===== config.mk =====
export PLATFORM = sky130hd
export DESIGN_NAME = irq_steer_ctrl
export DESIGN_NICKNAME = d
export VERILOG_FILES = /design/src/rtl/irqs_pkg.sv /design/src/rtl/irqs_bank.sv /design/src/rtl/irqs_prio_file.sv /design/src/rtl/irq_steer_ctrl.sv
export SDC_FILE = /design/constraint.sdc
export NUM_CORES = 1
export LEC_CHECK = 0
export BUFFER_PORTS_ARGS = -buffer_cell sky130_fd_sc_hd__buf_2
export CAP_MARGIN = 40
export CORE_ASPECT_RATIO = 1.25
export CORE_MARGIN = 2
export CORE_UTILIZATION = 45
export DETAILED_ROUTE_END_ITERATION = 6
export PLACE_DENSITY_LB_ADDON = 0.15
export SETUP_SLACK_MARGIN = 0.05
export SYNTH_ARGS = -nofsm -noshare
export SYNTH_HDL_FRONTEND = slang
export SYNTH_SLANG_ARGS = --single-unit

===== constraint.sdc =====
create_clock -name clk -period 13.8 [get_ports clk]
set_clock_uncertainty 0.15 [all_clocks]
set_input_delay 1.38 -clock clk [delete_from_list [all_inputs] [get_ports clk]]
set_output_delay 1.38 -clock clk [all_outputs]
set_load 0.01 [all_outputs]

===== src/rtl/irqs_pkg.sv =====
package irqs_pkg;
    localparam int ADDR_W = 8;
    localparam int DATA_W = 32;
    localparam int BANK_W = 32;
    localparam int SLOT_W = 6;

    typedef enum logic [3:0] {
        REG_NONE, REG_IRQV, REG_MASK, REG_STEER, REG_FIQV,
        REG_RAW, REG_CTRL, REG_HP, REG_PRIO
    } reg_kind_e;

    typedef struct packed {
        reg_kind_e         kind;
        logic              bank;
        logic [SLOT_W-1:0] slot;
    } reg_sel_t;

    typedef struct packed {
        logic              en;
        logic [SLOT_W-1:0] idx;
    } prio_slot_t;

    function automatic reg_sel_t decode_ofs(input logic [ADDR_W-1:0] ofs);
        reg_sel_t          s;
        logic [ADDR_W-1:0] rel;
        s = '{kind: REG_NONE, bank: 1'b0, slot: '0};
        rel = '0;
        case (ofs)
            8'h00: s.kind = REG_IRQV;
            8'h04: s.kind = REG_MASK;
            8'h08: s.kind = REG_STEER;
            8'h0C: s.kind = REG_FIQV;
            8'h10: s.kind = REG_RAW;
            8'h14: s.kind = REG_CTRL;
            8'h18: s.kind = REG_HP;
            8'h9C: s = '{kind: REG_IRQV,  bank: 1'b1, slot: '0};
            8'hA0: s = '{kind: REG_MASK,  bank: 1'b1, slot: '0};
            8'hA4: s = '{kind: REG_STEER, bank: 1'b1, slot: '0};
            8'hA8: s = '{kind: REG_FIQV,  bank: 1'b1, slot: '0};
            8'hAC: s = '{kind: REG_RAW,   bank: 1'b1, slot: '0};
            default: begin
                if (ofs[1:0] == 2'b00 && ofs >= 8'h1C && ofs <= 8'h98) begin
                    rel    = ofs - 8'h1C;
                    s.kind = REG_PRIO;
                    s.slot = SLOT_W'(rel[ADDR_W-1:2]);
                end else if (ofs[1:0] == 2'b00 && ofs >= 8'hB0 && ofs <= 8'hCC) begin
                    rel    = ofs - 8'hB0;
                    s.kind = REG_PRIO;
                    s.slot = SLOT_W'(32) + SLOT_W'(rel[ADDR_W-1:2]);
                end
            end
        endcase
        return s;
    endfunction
endpackage


===== src/rtl/irqs_bank.sv =====
module irqs_bank #(
    parameter int W = 32
) (
    input  logic         clk,
    input  logic         rst_n,
    input  logic [W-1:0] lvl_i,
    input  logic         mask_we_i,
    input  logic         steer_we_i,
    input  logic [W-1:0] wdata_i,
    input  logic         idle_ovr_i,
    output logic [W-1:0] pend_o,
    output logic [W-1:0] mask_o,
    output logic [W-1:0] steer_o,
    output logic         fiq_hit_o,
    output logic         irq_hit_o,
    output logic         wake_hit_o
);
    typedef struct packed {
        logic [W-1:0] pend;
        logic [W-1:0] mask;
        logic [W-1:0] steer;
    } bank_st_t;

    bank_st_t st_d, st_q;

    always_comb begin
        st_d      = st_q;
        st_d.pend = lvl_i;
        if (mask_we_i)  st_d.mask  = wdata_i;
        if (steer_we_i) st_d.steer = wdata_i;
    end

    always_ff @(posedge clk or negedge rst_n) begin
        if (!rst_n) st_q <= '0;
        else        st_q <= st_d;
    end

    assign pend_o     = st_q.pend;
    assign mask_o     = st_q.mask;
    assign steer_o    = st_q.steer;
    // hit flags use next-state so the registered outputs line up with the state
    assign fiq_hit_o  = |(st_d.pend & st_d.mask & st_d.steer);
    assign irq_hit_o  = |(st_d.pend & st_d.mask & ~st_d.steer);
    assign wake_hit_o = |(st_d.pend & (st_d.mask | {W{idle_ovr_i}}));
endmodule


===== src/rtl/irqs_prio_file.sv =====
module irqs_prio_file import irqs_pkg::*; #(
    parameter int N = 40
) (
    input  logic              clk,
    input  logic              rst_n,
    input  logic              we_i,
    input  logic [SLOT_W-1:0] widx_i,
    input  logic [DATA_W-1:0] wdata_i,
    input  logic [SLOT_W-1:0] ridx_i,
    output logic [DATA_W-1:0] rdata_o
);
    localparam int PAD_W = DATA_W - 1 - SLOT_W;

    prio_slot_t slot_d [N];
    prio_slot_t slot_q [N];

    always_comb begin
        slot_d = slot_q;
        for (int i = 0; i < N; i++) begin
            if (we_i && widx_i == SLOT_W'(i)) begin
                slot_d[i].en  = wdata_i[DATA_W-1];
                slot_d[i].idx = wdata_i[SLOT_W-1:0];
            end
        end
    end

    always_ff @(posedge clk or negedge rst_n) begin
        if (!rst_n) begin
            for (int i = 0; i < N; i++) slot_q[i] <= '0;
        end else begin
            slot_q <= slot_d;
        end
    end

    always_comb begin
        rdata_o = '0;
        for (int i = 0; i < N; i++) begin
            if (ridx_i == SLOT_W'(i))
                rdata_o = {slot_q[i].en, {PAD_W{1'b0}}, slot_q[i].idx};
        end
    end
endmodule


===== src/rtl/irq_steer_ctrl.sv =====
module irq_steer_ctrl import irqs_pkg::*; #(
    parameter int NUM_SRC = 40   // 33..64 sources, two banks
) (
    input  logic               clk,
    input  logic               rst_n,
    input  logic [NUM_SRC-1:0] src_lvl,
    input  logic               core_halted,
    input  logic [ADDR_W-1:0]  bus_addr,
    input  logic               bus_wr,
    input  logic [DATA_W-1:0]  bus_wdata,
    output logic [DATA_W-1:0]  bus_rdata,
    input  logic [DATA_W-1:0]  hp_word,
    output logic               fiq_o,
    output logic               irq_o,
    output logic               wake_o
);
    localparam int NUM_BANKS = (NUM_SRC + BANK_W - 1) / BANK_W;

    typedef struct packed {
        logic ovr_off;
        logic fiq;
        logic irq;
        logic wake;
    } top_st_t;

    top_st_t  st_d, st_q;
    reg_sel_t sel;
    logic     slot_ok, ctrl_we, prio_we, idle_ovr_d;
    logic [DATA_W-1:0]    prio_rd;
    logic [NUM_BANKS-1:0] mask_we, steer_we, fiq_hit, irq_hit, wake_hit;
    logic [BANK_W-1:0]    pend_b  [NUM_BANKS];
    logic [BANK_W-1:0]    mask_b  [NUM_BANKS];
    logic [BANK_W-1:0]    steer_b [NUM_BANKS];

    assign sel        = decode_ofs(bus_addr);
    assign slot_ok    = int'(sel.slot) < NUM_SRC;
    assign ctrl_we    = bus_wr && sel.kind == REG_CTRL;
    assign prio_we    = bus_wr && sel.kind == REG_PRIO && slot_ok;
    assign idle_ovr_d = ctrl_we ? ~bus_wdata[0] : ~st_q.ovr_off;

    for (genvar b = 0; b < NUM_BANKS; b++) begin : g_bank
        localparam int BW = (NUM_SRC - b*BANK_W > BANK_W) ? BANK_W : NUM_SRC - b*BANK_W;
        logic [BW-1:0] pend, mask, steer;

        assign mask_we[b]  = bus_wr && sel.kind == REG_MASK  && int'(sel.bank) == b;
        assign steer_we[b] = bus_wr && sel.kind == REG_STEER && int'(sel.bank) == b;

        irqs_bank #(.W(BW)) u_bank (
            .clk        (clk),
            .rst_n      (rst_n),
            .lvl_i      (src_lvl[b*BANK_W +: BW]),
            .mask_we_i  (mask_we[b]),
            .steer_we_i (steer_we[b]),
            .wdata_i    (bus_wdata[BW-1:0]),
            .idle_ovr_i (idle_ovr_d),
            .pend_o     (pend),
            .mask_o     (mask),
            .steer_o    (steer),
            .fiq_hit_o  (fiq_hit[b]),
            .irq_hit_o  (irq_hit[b]),
            .wake_hit_o (wake_hit[b])
        );

        assign pend_b[b]  = BANK_W'(pend);
        assign mask_b[b]  = BANK_W'(mask);
        assign steer_b[b] = BANK_W'(steer);
    end

    irqs_prio_file #(.N(NUM_SRC)) u_prio (
        .clk     (clk),
        .rst_n   (rst_n),
        .we_i    (prio_we),
        .widx_i  (sel.slot),
        .wdata_i (bus_wdata),
        .ridx_i  (sel.slot),
        .rdata_o (prio_rd)
    );

    always_comb begin
        st_d         = st_q;
        st_d.ovr_off = ~idle_ovr_d;
        st_d.fiq     = |fiq_hit;
        st_d.irq     = |irq_hit;
        st_d.wake    = core_halted & (|wake_hit);
    end

    always_ff @(posedge clk or negedge rst_n) begin
        if (!rst_n) st_q <= '{ovr_off: 1'b1, fiq: 1'b0, irq: 1'b0, wake: 1'b0};
        else        st_q <= st_d;
    end

    always_comb begin
        bus_rdata = '0;
        case (sel.kind)
            REG_IRQV:  bus_rdata = pend_b[sel.bank] & mask_b[sel.bank] & ~steer_b[sel.bank];
            REG_FIQV:  bus_rdata = pend_b[sel.bank] & mask_b[sel.bank] & steer_b[sel.bank];
            REG_MASK:  bus_rdata = mask_b[sel.bank];
            REG_STEER: bus_rdata = steer_b[sel.bank];
            REG_RAW:   bus_rdata = pend_b[sel.bank];
            REG_CTRL:  bus_rdata = DATA_W'(st_q.ovr_off);
            REG_HP:    bus_rdata = hp_word;
            REG_PRIO:  bus_rdata = slot_ok ? prio_rd : '0;
            default:   bus_rdata = '0;
        endcase
    end

    assign fiq_o  = st_q.fiq;
    assign irq_o  = st_q.irq;
    assign wake_o = st_q.wake;
endmodule


Yosys cells after proc, flatten, opt, wreduce, memory -nomap -nowiden

Index checks and enable logic that the tools add are counted.

Logic and storage cells: 308
Bits in registers: 404
Output and inout bits: 35

Reductions and logical operators: 66
Equal/unequal tests: 58
Add/sub/neg operators: 3
Bitwise operators: 22
Multiplexer cells: 63
$lt $le $gt $ge: 6

Operators with widths:

| cell                 | count |
|---|---|
| $mux W32             | 52 |
| $pmux W32 S8         | 1 |
| $and A32 B32 Y32     | 7 |
| $reduce_or A40 Y1    | 3 |
| $eq A6 B5 Y1 const B | 16 |
| $not A32 Y32         | 2 |
| $logic_and A1 B1 Y1  | 53 |
| $eq A6 B4 Y1 const B | 8 |
| $eq A6 B6 Y1 const B | 8 |
| $eq A8 B8 Y1 const B | 5 |
| $and A8 B8 Y8        | 4 |
| $or A32 B32 Y32      | 1 |
| $pmux W4 S7          | 1 |
| $eq A6 B3 Y1 const B | 4 |
| $eq A8 B5 Y1 const B | 3 |
| $mux W6              | 3 |
| $eq A4 B3 Y1 const B | 4 |
| $eq A8 B4 Y1 const B | 2 |
| $le A8 B8 Y1 const B | 2 |
| $mux W8              | 2 |
| $eq A6 B2 Y1 const B | 2 |
| $reduce_or A12 Y1    | 1 |
| $reduce_or A2 Y1     | 5 |
| $eq A4 B2 Y1 const B | 2 |
| 22 further kinds     | 27 |

Longest topological paths before layout

Gate-level depths: netlist of run 1.

Depth in word-level cells: 49
Gate-level depth with buffers: 19
Depth with buffers taken out: 13

Cells and area by module

From an unflattened synthesis of run 1, not the netlist that was laid out.

Cell total of the unflattened synthesis: 2314
Area, all modules: 24174.4 um^2

By module, submodules not included:

| module                       | cells an instance | area each (um^2) | times used |
|---|---|---|---|
| irqs_prio_file               | 1256              | 14701.6          | 1 |
| irqs_bank (g_bank[0].u_bank) | 393               | 4583.1           | 1 |
| irq_steer_ctrl               | 568               | 3743.6           | 1 |
| irqs_bank (g_bank[1].u_bank) | 97                | 1146.1           | 1 |

Worst setup path after synthesis of run 1

OpenSTA, ideal clock, no wires.

Path type: input port to output port
From: in bus_addr[2]
To: out bus_rdata[3]
Stages: 16
Path slack: 7.378 ns
Arrival: 4.892 ns
Buffers on the path: 3
Cells stage by stage: buf_2 > inv_1 > ha_1 > nor2_1 > nor4_1 > or2_0 > buf_2 > or4_1 > buf_4 > nor4_4 > nand3_1 > o211ai_2 > a21oi_1 > or4_4 > a2111oi_2 > o21ai_1

Word-level cells in the longest chain between the ends: 49
Elaborated cells between the ends (all ways): 142
Classes of those cells: add/sub (3); order compare (5); eq/ne (58); mux (58); bitwise (5); reduce/logical (13)

RTL lines:

| what                                                                   | line                 | text |
|---|---|---|
| from (decl)                                                            | irq_steer_ctrl.sv:8  | `input logic [ADDR_W-1:0] bus_addr,` |
| parallel branches: the longest is 48 deep, another holds $sub A8 B8 Y8 | n/a                  |  |
| $pmux W32 S8 *                                                         | irq_steer_ctrl.sv:94 | `case (sel.kind)` |
| to (decl)                                                              | irq_steer_ctrl.sv:11 | `output logic [DATA_W-1:0] bus_rdata,` |

Every way passes the cells marked *. The select of a mux whose other input is x is not followed.

Worst setup path in the final report of run 1

Ends and elaborated chain as after synthesis.

==> impl_metrics.toml, run 1 <==
[floorplanning]
initial_utilization = 0.455
die_h_microns = 248
rows = 89
dieArea_sq_um = 49400
coreArea_sq_um = 47100
dieWidth_microns = 199
pin_count = 151

[setup_path]
arrival_ns = 6.57
cp.required_ns = 12.27
start_kind = "primary input"
crit_fanout = 18
path_class = "primary input to primary output"
end_kind = "primary output"

[place]
dp_hpwl_microns = 55600
postPlaceCellArea_sq_um = 23000
dp_cells = 2778
portBuffers = 150
gp_congestion = 0.962

[pwr]
p_leak_uw = 0.0114
intPower_uw = 1970
power_frac_comb = 0.115
pwr-share-clk = 0.424
switching_share = 0.271
power.total_uw = 2710
p_sw_uw = 733
vdd_drop_max_v = 0.000112
power_density_nw_per_um2 = 111
power_frac_seq = 0.461

[grt]
grt_pass1_vias = 18600
grt_pass1_wl_microns = 119000
overflow = 0
grt_use_total = 0.323
grt_max_degree = 170
antenna_found_initial = 5

[drt]
wl_microns = 78200
via_per_inst = 6.37
wl_per_cell_microns = 27.4
antenna_left = 0
dr.pass1.iters = 7
initialDrtViolationCount = 1634
drc = 0
vias = 18200

[synthesis]
netlist_area_sq_um = 21400
ys_seq_area_frac = 0.472
synth.top_cell.area_share = 0.470
synthArstFlopShare = 1.00
netlist_instances = 2065
syn-num-nets = 2191
synth.largest_area_cell = "dfrtp_1"
syn_avg_cell_area_sq_um = 10.4
yosys_warnings = 0
synth_most_common_cell = "dfrtp_1"
synth_area_leaders = "dfrtp_1 (47%), mux2_2 (15%), mux2i_1 (3.7%)"
ys.flop_type = "dfrtp_1"
ys_ff_latch = 404
synth_commonest_cells = "dfrtp_1 (403), mux2_2 (295), nand2_1 (202)"
netlist-cell-type-count = 86
synth_edf_count = 0

[clock_tree]
cts_made_buffers = 43
cts.sinks = 404
clock_latency_ns = 0.58
htreeDepth = 2
clk_pin_slew_ns = 0.06
clk_path_buf_depth = 3
root_buffer = "clkbuf_16"
cts_setup_buffers = 0
cts_tree = "done"
cts_resized = 0
ctsHoldBuffers = 0

[layout]
num-nets-final = 2313
final_area_sq_um = 24400
drive_above_1_share = 0.276
final_util = 0.517
area_growth_pct = 13.6
stdcell_count = 2858

[timing]
fmax_mhz = 123
fin_setup_tns_ns = 0
drv_slew = 0
finalCritPeriodShare = 0.587
hold_viol = 0
relSlewSlack = 0.340
worst_slew_pin_slew_ns = 0.991
rsz0062_at_grt = "no"
layout_min_cycle_time_ns = 8.10
final-setup-viol-count = 0

[min_path]
hp-class = "register to register"

[run_status]
status = "finished clean"

[job]
maxCapViolCount = 0
## layer usage
metal | GRT usage | up-vias | share of wire
li1 | - | 7920 | -
met1 | 0.395 | 9144 | 0.38
met2 | 0.543 | 889 | 0.48
met3 | 0.0502 | 259 | 0.065
met4 | 0.190 | 4 | 0.067
met5 | 0 | - | 0.00035
## logic make-up after synthesis
group                    synth area share
AO/OA/AOI/OAI                       0.156
XOR/XNOR                          0.00245
adder cells (fa/ha/maj)           0.00584
buffers and inverters              0.0374
flip-flops                          0.472
multiplexers                        0.192
AND/OR/NAND/NOR                     0.134
## area by class of cell
cell class	instances	area [sq um]
fill	4247	22800
multi-input combinational	1458	10600
sequential	404	10100
clock buffer	66	1310
timing repair buffer	197	1200
tap	637	797
inverter	83	312
clock inverter	11	63.8
antenna	2	5.00
## worst paths after layout
check                                            from                          to  slack (ns)  depth (start not counted)
setup reg to reg           g_bank[1].u_bank.mask_o[0]                       irq_o       11.21                          6
min in group asynchronous                       rst_n          u_prio.slot_q[210]        0.74                          1
max in group asynchronous                       rst_n  g_bank[1].u_bank.mask_o[3]       10.62                          4
hold reg to reg            g_bank[0].u_bank.mask_o[9]  g_bank[0].u_bank.mask_o[9]        0.36                          2
setup / recovery                          bus_addr[2]                bus_rdata[3]        5.70                         15
hold / removal             g_bank[0].u_bank.mask_o[9]  g_bank[0].u_bank.mask_o[9]        0.36                          2
## power by group through the flow
stage | sequential [uW] | combinational (uW) | clock [uW]
2_1_floorplan | 1260 | 159 | 0
3_3_place_gp | 1270 | 298 | 0
3_5_place_dp | 1270 | 304 | 0
4_1_cts | 1250 | 306 | 1160
5_1_grt | 1250 | 332 | 1210
6_report | 1250 | 311 | 1150
## critical path: stages
cell and delay [ns]:
buf_2 0.23, inv_1 0.15, ha_1 0.30, nor2_1 0.18, nor4_1 0.10, or2_0 0.52
or4_1 1.00, nor4_4 0.68, nand3_1 0.34, o211ai_2 0.15, a21oi_1 0.06, or4_4 0.56
a2111oi_2 0.49, o21ai_1 0.20, buf_2 0.20
## cells in the final DEF, fill, tap and decap left out, types with 22 or more instances in the layout
cell       count
inv_1         83
buf_2        150
nand2_1      202
nand3_1       74
a21oi_1       59
mux2_2       295
mux2i_1       80
nor3_1        45
dfrtp_1      403
a31oi_1       22
a221oi_1      32
nor2_1       123
o22ai_1       49
clkbuf_16     45
o21ai_0      110
buf_4         38
## metrics by stage
stage	setup WS, ns	hold WS [ns]
2_1_floorplan	7.38	0.313
3_3_place_gp	5.86	0.329
3_5_place_dp	5.75	0.339
4_1_cts	5.76	0.355
5_1_grt	5.43	0.365
6_report	5.70	0.356
## state kept, by name, indices dropped and copies added, names as in the netlist
register / count
fiq_o: 1
g_bank.u_bank.steer_o: 40
irq_o: 1
g_bank.u_bank.pend_o: 40
g_bank.u_bank.mask_o: 40
u_prio.slot_q: 280
st_q: 1
wake_o: 1
(Power assumes the default switching activity.)
==> inputs of run 2 (changes only) <==
==> constraint.sdc (replaced) <==
create_clock -name clk -period 7.25 [get_ports clk]
set_clock_uncertainty 0.15 [all_clocks]
set_input_delay 0.725 -clock clk [delete_from_list [all_inputs] [get_ports clk]]
set_output_delay 0.725 -clock clk [all_outputs]
set_load 0.01 [all_outputs]
==> impl_metrics.toml, run 2 (synthesis results as in run 1) <==
[drt]
antenna_left = 0
via_per_inst = 6.33
initialDrtViolationCount = 1663
vias = 18200
wl_per_cell_microns = 27.5
wl_microns = 78900
dr.pass1.iters = 7
drc = 0

[min_path]
hp-class = "primary input to asynchronous set/reset pin"

[grt]
met2_usage = 0.539
met3_usage = 0.0519
grt_use_total = 0.322
grt_pass1_wl_microns = 118000
antenna_found_initial = 6
grt_max_degree = 163
top_usage_layer = "met2"
grt.met1_usage = 0.386
grt_pass1_vias = 18500
overflow = 0

[clock_tree]
cts_made_buffers = 44
root_buffer = "clkbuf_16"
cts.sinks = 404
cts_resized = 0
clk_pin_slew_ns = 0.06
ctsHoldBuffers = 0
cts_setup_buffers = 0
htreeDepth = 2
clock_latency_ns = 0.57
cts_tree = "done"
clk_path_buf_depth = 3

[job]
maxCapViolCount = 0

[place]
dp_hpwl_microns = 56300
gp_congestion = 0.983
place_ws_ns = 0.779
portBuffers = 150

[layout]
drive_above_1_share = 0.282
num-nets-final = 2329
most-common-layout-cells = "dfrtp_1 (403), mux2_2 (295), nand2_1 (202)"
layout_commonest_cell = "dfrtp_1"
top_register = "u_prio.slot_q"
largest_register_ffs = 280
area_growth_pct = 14.4
final_util = 0.521

[timing]
rsz0062_at_grt = "no"
finalCritPeriodShare = 0.947
drv_slew = 0
hold_viol = 0
relSlewSlack = 0.366
final-setup-viol-count = 0
setup_ws_ns = 0.384
fmax_mhz = 146
layout_min_cycle_time_ns = 6.87
worst_slew_pin_slew_ns = 0.951
fin_setup_tns_ns = 0

[pwr]
power_frac_seq = 0.452
intPower_uw = 3860
power.total_uw = 5250
switching_share = 0.266
vdd_drop_max_v = 0.000201
power_density_nw_per_um2 = 214
p_leak_uw = 0.0116
p_sw_uw = 1400
pwr-share-clk = 0.435
power_frac_comb = 0.113

[setup_path]
arrival_ns = 5.99
crit_start = "bus_addr[5]"
start_kind = "primary input"
cp.required_ns = 6.38
crit_fanout = 11
rr_worst_depth = 7
path_class = "primary input to primary output"
r2r-start = "g_bank[0].u_bank.mask_o[31]"
end_kind = "primary output"

[floorplanning]
initial_utilization = 0.455
coreArea_sq_um = 47100
rows = 89
pin_count = 151
die_h_microns = 248
dieArea_sq_um = 49400
dieWidth_microns = 199

[run_status]
status = "finished clean"
[run 2: cell types whose count changed in the layout (fill, tap and decap cells not counted), moves of 2 or more]
cell | before | now
clkbuf_1 | 11 | 8
bufinv_16 | 0 | 3
buf_4 | 38 | 53
clkinvlp_4 | 2 | 0
buf_2 | 150 | 152
[run 2: metrics by stage]
step / cell area, sq um / hold slack (ns) / std cells
2_1_floorplan: 21400 / 0.279 / 2065
3_3_place_gp: 22900 / 0.330 / 2782
3_5_place_dp: 23100 / 0.341 / 2794
4_1_cts: 24500 / 0.0905 / 2870
5_1_grt: 24500 / 0.106 / 2870
6_report: 24500 / 0.0596 / 2871
[run 2: worst max-delay path: stages]
cell       delay (ns)
buf_2            0.16
inv_1            0.14
ha_1             0.39
a2111oi_1        0.17
a21oi_1          0.35
a21boi_1         0.19
or4_1            0.72
nor3_1           0.82
nand2_1          0.24
buf_4            0.25
o32a_1           0.28
a211oi_1         0.74
o21ai_0          0.36
a21o_1           0.28
buf_2            0.14
[run 2: final timing paths]
check	endpoint	slack, ns
max	bus_rdata[1]	0.38
min	u_prio.slot_q[198]	0.06
max reg2reg	fiq_o	4.64
min reg2reg	u_prio.slot_q[249]	0.36
max in group asynchronous	g_bank[1].u_bank.mask_o[3]	5.46
min in group clk	g_bank[0].u_bank.pend_o[19]	0.13
[run 2: layer usage]
metal,up-vias,wire [microns],share of wire
met5,-,48,0.00061
met4,6,5800,0.073
met1,9049,30300,0.38
li1,7954,-,-
met3,282,4820,0.061
met2,887,37900,0.48
[run 2: cell type report]
| type | count | area, sq um |
|---|---|---|
| Fill cell | 4269 | 22600 |
| Multi-Input combinational cell | 1458 | 10600 |
| Sequential cell | 404 | 10100 |
| Timing Repair Buffer | 212 | 1310 |
| Clock buffer | 63 | 1290 |
| Tap cell | 637 | 797 |
| Inverter | 83 | 312 |
| Clock inverter | 13 | 144 |
| Antenna cell | 1 | 2.50 |
[run 2: power groups by stage]
| stage | registers (uW) | clock network, uW | logic [uW] |
|---|---|---|---|
| 3_3_place_gp | 2410 | 0 | 563 |
| 4_1_cts | 2370 | 2320 | 581 |
| 6_report | 2370 | 2290 | 592 |
| 5_1_grt | 2380 | 2410 | 630 |
| 3_5_place_dp | 2410 | 0 | 578 |
| 2_1_floorplan | 2400 | 0 | 302 |
==> inputs of run 3 (changes only) <==
--- a/config.mk
+++ b/config.mk
@@ -5,11 +5,13 @@
 export SDC_FILE = /design/constraint.sdc
 export NUM_CORES = 1
 export LEC_CHECK = 0
+export ABC_AREA = 1
 export BUFFER_PORTS_ARGS = -buffer_cell sky130_fd_sc_hd__buf_2
 export CAP_MARGIN = 40
 export CORE_ASPECT_RATIO = 1.25
 export CORE_MARGIN = 2
 export CORE_UTILIZATION = 45
+export CTS_BUF_LIST = sky130_fd_sc_hd__clkbuf_8
 export DETAILED_ROUTE_END_ITERATION = 6
 export PLACE_DENSITY_LB_ADDON = 0.15
 export SETUP_SLACK_MARGIN = 0.05
==> impl_metrics.toml, run 3 <==
[run_status]
status = "finished clean"

[layout]
drive_above_1_share = 0.128
area_growth_pct = 13.6
top_register = "u_prio.slot_q"
largest_register_ffs = 280
most-common-layout-cells = "nand2_1 (924), o21ai_0 (411), dfrtp_1 (403)"
final_area_sq_um = 23300
num-nets-final = 2967
layout_commonest_cell = "nand2_1"
final_util = 0.517

[synthesis]
ys_seq_area_frac = 0.492
synth.top_cell.area_share = 0.491
syn-num-nets = 2829
synth_area_leaders = "dfrtp_1 (49%), nand2_1 (17%), o21ai_0 (10%)"
ys_ff_latch = 404
syn_avg_cell_area_sq_um = 7.60
synth_edf_count = 0
netlist_instances = 2703
ys.flop_type = "dfrtp_1"
netlist-cell-type-count = 56
netlist_area_sq_um = 20500
synth.largest_area_cell = "dfrtp_1"
synthArstFlopShare = 1.00
synth_most_common_cell = "nand2_1"
yosys_warnings = 0
synth_commonest_cells = "nand2_1 (925), o21ai_0 (411), dfrtp_1 (403)"

[setup_path]
rr_worst_depth = 9
crit_fanout = 23
arrival_ns = 5.44
cp_slowest_cell = "nor2_4"
r2r_end = "fiq_o"
end_kind = "primary output"
timing.critical_path.mode_cell = "nand2_1"
cp.required_ns = 6.38
slowest_delay_ns = 0.43
path_class = "primary input to primary output"
start_kind = "primary input"
r2r-start = "g_bank[0].u_bank.steer_o[30]"
r2r_setup_slack_ns = 4.90

[timing]
fmax_mhz = 158
fin_setup_tns_ns = 0
layout_min_cycle_time_ns = 6.32
finalCritPeriodShare = 0.871
hold_viol = 0
worst_slew_pin_slew_ns = 0.972
final-setup-viol-count = 0
relSlewSlack = 0.352
drv_slew = 0
rsz0062_at_grt = "no"

[place]
portBuffers = 150
postPlaceCellArea_sq_um = 21900
gp_congestion = 1.01
dp_hpwl_microns = 46100

[drt]
antenna_left = 0
initialDrtViolationCount = 1286
dr_wl_met2_microns = 32900
dr.pass1.iters = 6
drc = 0
wl_microns = 65900
highest_layer = "met5"
wl_per_cell_microns = 19.0
wl_met3_microns = 3550
via_per_inst = 5.40
drt-met1-wl_microns = 25900
vias = 18700

[floorplanning]
dieArea_sq_um = 47400
die_h_microns = 243
dieWidth_microns = 195
pin_count = 151
initial_utilization = 0.456
rows = 87
coreArea_sq_um = 45100

[clock_tree]
htreeDepth = 3
clk_pin_slew_ns = 0.06
clk_path_buf_depth = 3
cts.sinks = 404
root_buffer = "clkbuf_8"
cts_tree = "done"
cts_resized = 0
clock_latency_ns = 0.65
cts_made_buffers = 70

[pwr]
vdd_drop_max_v = 0.000182
power_density_nw_per_um2 = 223
p_leak_uw = 0.0112

[min_path]
whs_path_depth = 1
hold_start = "src_lvl[20]"
hp-class = "primary input to register"
worstHoldEndpoint = "g_bank[0].u_bank.pend_o[20]"

[grt]
grt_pass1_wl_microns = 104000
grt_pass1_vias = 18700
antenna_found_initial = 4
grt_use_total = 0.283
overflow = 0
grt_max_degree = 163

[job]
maxCapViolCount = 0
-- run 3: cell count changes after synthesis, sizes merged, moves of 39 or more --
cell / change
nand2: +734
mux2i: -79
a21oi: +42
inv: +162
o21ai: +300
mux2: -295
o22ai: -39
-- run 3: area by class of cell --
cell class              count  area (sq um)
fillers                  4502         21800
flip-flops and latches    404         10100
multi-input cells        1924          8990
clock buffers              91          1250
repair buffers            193          1110
inverters                 248           933
well taps                 578           723
clock inverters            31           188
diodes                      3          7.51
-- run 3: kinds of logic after synthesis --
kind of cell	share of synthesized area
buf+inv	0.0711
fa+ha+maj	0.00609
xor+xnor	0.00555
flops	0.492
compound gates	0.159
simple gates	0.266
mux	0.000488
-- run 3: worst max-delay path, delay by kind of cell --
| family | cells | cell delay, ns |
|---|---|---|
| AND/OR/NAND/NOR | 35 | 3.49 |
| buffers and inverters | 6 | 0.93 |
| adder cells (fa/ha/maj) | 1 | 0.28 |
-- run 3: metal layers --
layer	track usage	up-vias
li1	-	9072
met1	0.327	8852
met2	0.498	635
met3	0.0440	175
met4	0.161	2
met5	0	-
-- run 3: metrics by stage --
step	total power (uW)	hold slack, ns	worst slack (ns)	cells
finish	5200	0.0722	0.935	3472
global placement	3080	0.310	0.996	3340
CTS	5240	0.0353	0.905	3469
floorplan	2800	0.279	2.55	2703
global route	5430	0.0672	0.351	3470
detailed placement	3090	0.317	0.923	3346
-- run 3: what timing repair did --
item | in CTS | in global routing
buffers inserted | 0 | 0
hold buffers | 1 | 0
setup endpoints to repair | 0 | 0
hold endpoints to repair | 2 | 0
-- run 3: how the worst max path moves through the flow --
stage,start,to,slack [ns],depth (start not counted)
6_report,bus_addr[5],bus_rdata[4],0.93,42
3_5_place_dp,bus_addr[5],bus_rdata[4],0.92,42
3_3_place_gp,bus_addr[5],bus_rdata[4],1.0,42
2_1_floorplan,bus_addr[2],bus_rdata[3],2.55,38
5_1_grt,bus_addr[5],bus_rdata[4],0.35,42
4_1_cts,bus_addr[5],bus_rdata[4],0.90,42
-- run 3: where the power goes --
part           switching, uW  internal (uW)  total (uW)
sequential              61.7           2360        2420
combinational            440            189         628
clock                    953           1190        2140
